==> config.mk <==
export PLATFORM = sky130hd
export DESIGN_NAME = pfc_top
export DESIGN_NICKNAME = d
export VERILOG_FILES = /design/src/rtl/pfc_pkg.sv /design/src/rtl/pfc_ctrl.sv /design/src/rtl/pfc_datapath.sv /design/src/rtl/pfc_top.sv
export SDC_FILE = /design/constraint.sdc
export NUM_CORES = 1
export LEC_CHECK = 0
export BUFFER_PORTS_ARGS = -buffer_cell sky130_fd_sc_hd__buf_2
export CORE_MARGIN = 2
export CORE_UTILIZATION = 42
export DETAILED_ROUTE_END_ITERATION = 10
export PLACE_DENSITY_LB_ADDON = 0.1
export REMOVE_ABC_BUFFERS = 1
export SETUP_SLACK_MARGIN = 0.5
export SYNTH_ARGS = -nofsm -noshare
export SYNTH_HDL_FRONTEND = slang
export SYNTH_SLANG_ARGS = --single-unit
==> constraint.sdc <==
create_clock -name clk -period 5.65 [get_ports clk]
set_clock_uncertainty 0.2 [all_clocks]
set_input_delay 1.695 -clock clk [delete_from_list [all_inputs] [get_ports clk]]
set_output_delay 1.695 -clock clk [all_outputs]
set_load 0.05 [all_outputs]
==> src/rtl/pfc_pkg.sv <==
package pfc_pkg;

  // Decisions the control hands to the datapath for one input word.
  typedef struct packed {
    logic fwd;       // word goes to its buffer
    logic ovfl;      // word dropped, buffer full
    logic missSop;   // no open packet, start forced
    logic missEop;   // start on open packet, previous closed abnormally
    logic sopOut;    // start marker as emitted
  } pfc_strobes_t;

endpackage

==> src/rtl/pfc_ctrl.sv <==
module pfc_ctrl
  import pfc_pkg::*;
#(
  parameter int NUM_PORTS = 4,
  parameter int SHARED    = 0,
  parameter int NUM_BUF   = 4,
  parameter int IDX_W     = 2,
  parameter int BUF_W     = 2
) (
  input  logic               clk,
  input  logic               rst,
  input  logic               cfgCheckEn,
  input  logic               inValid,
  input  logic               inSop,
  input  logic               inEop,
  input  logic [7:0]         inAddr,
  input  logic [NUM_BUF-1:0] bufFull,
  output pfc_strobes_t       strobes,
  output logic [BUF_W-1:0]   bufIdx,
  output logic               checkEnQ
);

  logic [NUM_PORTS-1:0] portOpen;
  logic [IDX_W-1:0]     portIdx;
  logic                 inRange;
  logic                 accept;
  logic                 track;
  logic                 isOpen;
  logic                 tgtFull;

  assign inRange = (int'(inAddr) < NUM_PORTS);
  assign portIdx = inAddr[IDX_W-1:0];
  assign accept  = inValid && inRange;
  assign track   = accept && checkEnQ;
  assign isOpen  = portOpen[portIdx];

  generate
    if (SHARED != 0) begin : gSharedIdx
      assign bufIdx = '0;
    end else begin : gPortIdx
      assign bufIdx = BUF_W'(portIdx);
    end
  endgenerate

  assign tgtFull = bufFull[bufIdx];

  always_comb begin
    strobes         = '0;
    strobes.fwd     = accept && !tgtFull;
    strobes.ovfl    = accept && tgtFull;
    strobes.missEop = track && inSop && isOpen;
    strobes.missSop = track && !inSop && !isOpen;
    strobes.sopOut  = inSop || strobes.missSop;
  end

  // Enable is captured while reset is held; port state follows checked words.
  always_ff @(posedge clk) begin
    if (rst) begin
      checkEnQ <= cfgCheckEn;
      portOpen <= '0;
    end else if (track) begin
      portOpen[portIdx] <= !inEop;
    end
  end

endmodule

==> src/rtl/pfc_datapath.sv <==
module pfc_datapath
  import pfc_pkg::*;
#(
  parameter int DATA_W  = 16,
  parameter int SHARED  = 0,
  parameter int NUM_BUF = 4,
  parameter int BUF_W   = 2
) (
  input  logic               clk,
  input  logic               rst,
  input  pfc_strobes_t       strobes,
  input  logic [BUF_W-1:0]   bufIdx,
  input  logic               inEop,
  input  logic [7:0]         inAddr,
  input  logic [DATA_W-1:0]  inData,
  output logic               outValid,
  output logic               outSop,
  output logic               outEop,
  output logic               outAbort,
  output logic [7:0]         outAddr,
  output logic [DATA_W-1:0]  outData,
  output logic [NUM_BUF-1:0] errMissSop,
  output logic [NUM_BUF-1:0] errMissEop,
  output logic [NUM_BUF-1:0] errOvfl,
  output logic [7:0]         errAddr
);

  logic [NUM_BUF-1:0] bufSel;
  logic [7:0]         errAddrNext;

  always_comb begin
    bufSel = '0;
    for (int b = 0; b < NUM_BUF; b++) begin
      if (BUF_W'(b) == bufIdx) bufSel[b] = 1'b1;
    end
  end

  generate
    if (SHARED != 0) begin : gQualAddr
      assign errAddrNext = (strobes.missSop || strobes.missEop) ? inAddr : 8'd0;
    end else begin : gNoQualAddr
      assign errAddrNext = 8'd0;
    end
  endgenerate

  always_ff @(posedge clk) begin
    if (rst) begin
      outValid   <= 1'b0;
      outSop     <= 1'b0;
      outEop     <= 1'b0;
      outAbort   <= 1'b0;
      outAddr    <= '0;
      outData    <= '0;
      errMissSop <= '0;
      errMissEop <= '0;
      errOvfl    <= '0;
      errAddr    <= '0;
    end else begin
      outValid   <= strobes.fwd;
      outSop     <= strobes.fwd && strobes.sopOut;
      outEop     <= strobes.fwd && inEop;
      outAbort   <= strobes.fwd && strobes.missEop;
      outAddr    <= strobes.fwd ? inAddr : 8'd0;
      outData    <= strobes.fwd ? inData : '0;
      errMissSop <= strobes.missSop ? bufSel : '0;
      errMissEop <= strobes.missEop ? bufSel : '0;
      errOvfl    <= strobes.ovfl ? bufSel : '0;
      errAddr    <= errAddrNext;
    end
  end

endmodule

==> src/rtl/pfc_top.sv <==
module pfc_top
  import pfc_pkg::*;
#(
  parameter int NUM_PORTS = 4,
  parameter int DATA_W    = 16,
  parameter int SHARED    = 0,
  localparam int NUM_BUF  = (SHARED != 0) ? 1 : NUM_PORTS
) (
  input  logic               clk,
  input  logic               rst,
  input  logic               cfgCheckEn,
  input  logic               inValid,
  input  logic               inSop,
  input  logic               inEop,
  input  logic [7:0]         inAddr,
  input  logic [DATA_W-1:0]  inData,
  input  logic [NUM_BUF-1:0] bufFull,
  output logic               outValid,
  output logic               outSop,
  output logic               outEop,
  output logic               outAbort,
  output logic [7:0]         outAddr,
  output logic [DATA_W-1:0]  outData,
  output logic [NUM_BUF-1:0] errMissSop,
  output logic [NUM_BUF-1:0] errMissEop,
  output logic [NUM_BUF-1:0] errOvfl,
  output logic [7:0]         errAddr
);

  localparam int IDX_W = (NUM_PORTS > 1) ? $clog2(NUM_PORTS) : 1;
  localparam int BUF_W = (NUM_BUF > 1) ? $clog2(NUM_BUF) : 1;

  pfc_strobes_t     strobes;
  logic [BUF_W-1:0] bufIdx;
  logic             checkEnQ;

  pfc_ctrl #(
    .NUM_PORTS(NUM_PORTS), .SHARED(SHARED), .NUM_BUF(NUM_BUF),
    .IDX_W(IDX_W), .BUF_W(BUF_W)
  ) uCtrl (
    .clk(clk), .rst(rst), .cfgCheckEn(cfgCheckEn),
    .inValid(inValid), .inSop(inSop), .inEop(inEop), .inAddr(inAddr),
    .bufFull(bufFull), .strobes(strobes), .bufIdx(bufIdx), .checkEnQ(checkEnQ)
  );

  pfc_datapath #(
    .DATA_W(DATA_W), .SHARED(SHARED), .NUM_BUF(NUM_BUF), .BUF_W(BUF_W)
  ) uData (
    .clk(clk), .rst(rst), .strobes(strobes), .bufIdx(bufIdx),
    .inEop(inEop), .inAddr(inAddr), .inData(inData),
    .outValid(outValid), .outSop(outSop), .outEop(outEop), .outAbort(outAbort),
    .outAddr(outAddr), .outData(outData),
    .errMissSop(errMissSop), .errMissEop(errMissEop), .errOvfl(errOvfl),
    .errAddr(errAddr)
  );

endmodule

**After elaboration in Yosys (flattened, before gate mapping)**

Index checks and enable logic that the tools add are counted.

- Register bits: 45
- Bits in latches: 0
- RAM bits: 0
- ROM bits: 0
- Input port bits: 34
- Output and inout bits: 48
- Memories: 0

- Add/subtract/negate cells: 0
- Multiply operators: 0
- Div/mod/pow operators: 0
- Magnitude comparators: 3
- Equal/unequal tests: 3
- Shift operators: 0
- Muxes and demuxes: 11
- Bitwise logic cells: 4
- Reductions and logical operators: 22

Operators by type and width:

| operator | count |
|---|---|
| $logic_and 1x1->1 | 12 |
| $lt 8x3->1 const B | 1 |
| $reduce_or 2->1 | 4 |
| $mux 1 | 7 |
| $bmux 1 s2 | 2 |
| $bwmux 4 | 1 |
| $eq 2x2->1 const A | 2 |
| $logic_not 1->1 | 4 |
| $not 1->1 | 4 |
| $lt 2x3->1 const B | 1 |
| $demux 1 s2 | 1 |
| $eq 1x2->1 const A | 1 |
| $ge 2x1->1 const B | 1 |
| $logic_not 2->1 | 1 |
| $logic_or 1x1->1 | 1 |

**Logic depth before layout (Yosys ltp)**

- Word-level depth: 7
- Mapped depth: 4
- Depth with buffers taken out: 3

**Cells and area by module**

A second synthesis with hierarchy kept.

- Cell total of the unflattened synthesis: 133
- Area, all modules: 1,704.1 um2

By module, submodules not included:

| module | times used | cells an instance | area an instance (um2) |
|---|---|---|---|
| pfc_datapath | 1 | 97 | 1,323.8 |
| pfc_ctrl | 1 | 36 | 380.4 |

**Worst setup path after synthesis**

OpenSTA, ideal clock, no wires.

- Path kind: input-to-reg
- Start point: in inAddr[0]
- End point: reg uData.outAddr[0]
- Data arrival time: 2,765 ps
- Data required time: 5,390 ps
- Slack: 2,626 ps
- Cell stages on the path: 4
- Path buffers: 1
- Cell sequence: mux4_2 -> and4bb_2 -> clkbuf_2 -> and2_1

- Word-level cells in the longest chain between the ends: 6
- Elaborated cells between the ends (all ways): 8
- Those cells by class: order compare: 1; mux: 2; bitwise: 1; reduce/logical: 4

Ends and longest elaborated chain:

| what | line | RTL |
|---|---|---|
| from (decl) | pfc_top.sv:15 | `input logic [7:0] inAddr,` |
| branches (longest 6 deep; another with $lt 8x3->1) | - |  |
| to (signal assigned) | pfc_datapath.sv:63 | `outAddr <= strobes.fwd ? inAddr : 8'd0;` |
| to (decl) | pfc_datapath.sv:20 | `output logic [7:0] outAddr,` |

Several ways; the timed one is not identified. The select of a mux whose other input is x is not followed.
A chain may end at the register's enable or synchronous reset.

**Worst setup path after layout**

- Start point: in inAddr[0]
- End point: reg uData.outAbort

- Word-level cells in the longest chain between the ends: 6
- Elaborated cells between the ends (all ways): 12
- Those cells by class: order compare: 1; mux: 4; reduce/logical: 7

Ends and longest elaborated chain:

| what | line | RTL |
|---|---|---|
| $lt 8x3->1 | pfc_ctrl.sv:31 | `assign inRange = (int'(inAddr) < NUM_PORTS);` |
| $logic_and 1x1->1 | pfc_ctrl.sv:33 | `assign accept = inValid && inRange;` |
| $logic_and 1x1->1 | pfc_ctrl.sv:34 | `assign track = accept && checkEnQ;` |
| $logic_and 1x1->1 (2 in a row) | pfc_ctrl.sv:51 | `strobes.missEop = track && inSop && isOpen;` |
| $logic_and 1x1->1 * | pfc_datapath.sv:62 | `outAbort <= strobes.fwd && strobes.missEop;` |
| to (signal assigned) | pfc_datapath.sv:62 |  |
| to (decl) | pfc_datapath.sv:19 | `output logic outAbort,` |

Mark *: on every way between the ends. The rest lies on a longest branch, timed or not. The select of a mux whose other input is x is not followed.

==> flow_summary.yaml <==
run_status:
  outcome: "completed"
yosys:
  synth-edff-count: 1
  ys_types: 29
  async_flop_share_pct: 0
  synth-compound-area-share_pct: 4.605
  avgSynthCellArea_um2: 12.10
  synth_top_area_share_pct: 61.16
  synthSimpleGateAreaFrac_pct: 22.94
  synth_fa_ha_area_share_pct: 0
  synthCells: 119
  synthXorXnorAreaFrac_pct: 0
  ys.flop_type: "dfxtp_1"
  seq_area_frac_synth_pct: 63.25
  ys_ff_latch: 45
  synth_mux_area_share_pct: 3.128
  synth_common_cells: "dfxtp_1 (44), and2_1 (20), buf_4 (9)"
  synth_top_family_by_area: "simple AND/OR/NAND/NOR gates"
  synthTopCellsByArea: "dfxtp_1 (61%), and2_1 (8.7%), buf_4 (4.7%), mux4_2 (3.1%), nor3_1 (2.4%)"
  yosysMostFrequentCell: "dfxtp_1"
  yosysTopAreaCell: "dfxtp_1"
  syn_area_um2: 1440
  ys.warnings.count: 0
routing:
  drcViolationCount: 0
  routedWlPerCell_um: 11.29
  routed_wl_um: 2788
  vias_per_cell: 4.470
  vias: 1104
  drtIter0Drc: 57
  ant_nets: 0
  dr.pass1.iters: 4
cts:
  postCtsSetupRepairBufs: 0
  cts_buffer_depth: 2
  htreeDepth: 2
  postCtsResizedCells: 0
  cts_buffers: 5
  root_buffer: "clkbuf_4"
  clk_pin_slew_ns: 0.12
  clk_latency_ns: 0.35
  cts_hold_buf: 0
  cts_tree: "yes"
  cts.sinks: 45
global_route:
  grt_pass1_wl_um: 4491
  grt_max_degree: 23
  antenna_found_initial: 0
  globalRoute.totalOverflow: 0
  grt_pass1_vias: 1037
  grt_use_total_pct: 14.86
timing:
  rsz0062_at_grt: "false"
  fin_crit_sh_pct: 55.70
  setup_viol: 0
  hold_viol: 0
  worst_pin_slew_ns: 0.5935
  slew_viol_final: 0
  min_period_ns: 3.147
  fmax_mhz: 317.8
  timing.final.ws_setup_ns: 2.503
  relSlewSlack_pct: 60.22
  holdWs_ns: 0.3619
  setup_tns_ns: 0
die:
  io_pins: 82
  rows: 21
  fp.coreArea_um2: 3311
  start_util_pct: 43.50
  dieArea_um2: 3913
  die_x_um: 62.56
  die_height_um: 62.56
power:
  p_total_mw: 0.5362
  p_leak_nw: 0.9316
  ir_drop_v: 0.0001774
  powerDensity_nw_per_um2: 281.9
placed_design:
  dp.cells: 239
  portBuffers: 73
  dpl_cell_area_um2: 1832
  hpwl_um: 2081
  gp_congestion: 0.7391
  pre_cts_ws_ns: 2.139
critical_path:
  crit_type: "input pin to register"
  crit_arrival_ns: 3.25
  rrSetupSlack_ns: 4.02
  required_ns: 5.75
  crit_fanout: 22
  cp-end-kind: "register"
  crit_path_start_kind: "input pin"
worst_hold_path:
  hp-class: "register to register"
finish:
  nFillCells: 327
  synthToLayoutAreaGrowth_pct: 32.06
  final_util_pct: 57.45
  diodes: 0
  stdcell_count: 247
  drive_gt1_share_pct: 43.28
  final_area_um2: 1902
  final_net_count: 234
run:
  maxCapViolations: 0
registers in the layout, summed over array words and instances (netlist names):
name / cells
uData.outEop: 1
uData.outValid: 1
uData.errMissSop: 4
uData.outData: 16
uCtrl.checkEnQ: 1
uData.outSop: 1
uData.errOvfl: 4
uData.errMissEop: 4
uData.outAddr: 8
uCtrl.portOpen: 4
uData.outAbort: 1
metal layers:
| layer | share of wire [%] | routed length [um] | GRT usage (%) |
|---|---|---|---|
| met1 | 39 | 1100 | 15.69 |
| met2 | 50 | 1393 | 25.13 |
| met3 | 8.6 | 240 | 7.027 |
| met4 | 2.0 | 55 | 6.667 |
| met5 | 0 | 0 | 0 |
area by class of cell:
type	instances	area, um^2	share of cell area, %
well taps	46	57.56	3.026
clock inverters	1	5.005	0.2632
clock buffers	7	65.06	3.421
multi-input cells	74	494.2	25.99
inverters	1	3.754	0.1974
flip-flops and latches	45	910.9	47.89
repair buffers	73	365.4	19.21
report_power, final:
| group | internal [mW] | total (mW) | switching [mW] |
|---|---|---|---|
| combinational | 0.0141 | 0.0468 | 0.0328 |
| clock | 0.0722 | 0.166 | 0.0942 |
| sequential | 0.321 | 0.323 | 0.00145 |
layout by cell type (no fill, tap or decap):
cell and n:
clkinv_2 1, a311oi_1 3, a31oi_1 1, a21boi_0 1, nand4b_1 3, and4bb_2 1, and3b_1 1, clkbuf_8 2
nand2b_1 2, and2_1 20, and3_1 1, mux4_2 2, a41oi_1 3, conb_1 14, or2_2 1, nor2_1 4
inv_1 1, dfxtp_1 44, buf_2 73, clkbuf_4 5, nor2b_1 1, nor3_2 1, nor3b_1 1, edfxtp_1 1
nor4b_4 1, nor4_1 2, nand4_1 1, nand2_1 2, and4_1 1, nor3_1 7
path summary, 6_finish.rpt:
path | to | cells after the start | startpoint
worst max-delay path | uData.outAbort | 4 | inAddr[0]
worst min-delay path | uCtrl.portOpen[2] | 2 | uCtrl.portOpen[2]
worst min register to register | uCtrl.portOpen[2] | 2 | uCtrl.portOpen[2]
worst max register to register | uData.errMissSop[0] | 3 | uCtrl.portOpen[3]
kinds of logic (layout without fill, tap and decap cells):
| group | after synthesis | after routing |
|---|---|---|
| buf+inv | 13 | 82 |
| mux | 2 | 2 |
| other cells | 1 | 14 |
| simple gates | 50 | 50 |
| compound gates | 8 | 8 |
| flops | 45 | 45 |
worst max-delay path, stage by stage:
cell,delay [ns]
buf_2,0.22
mux4_2,0.55
and4bb_2,0.54
and4_1,0.23
(Power assumes the default switching activity.)
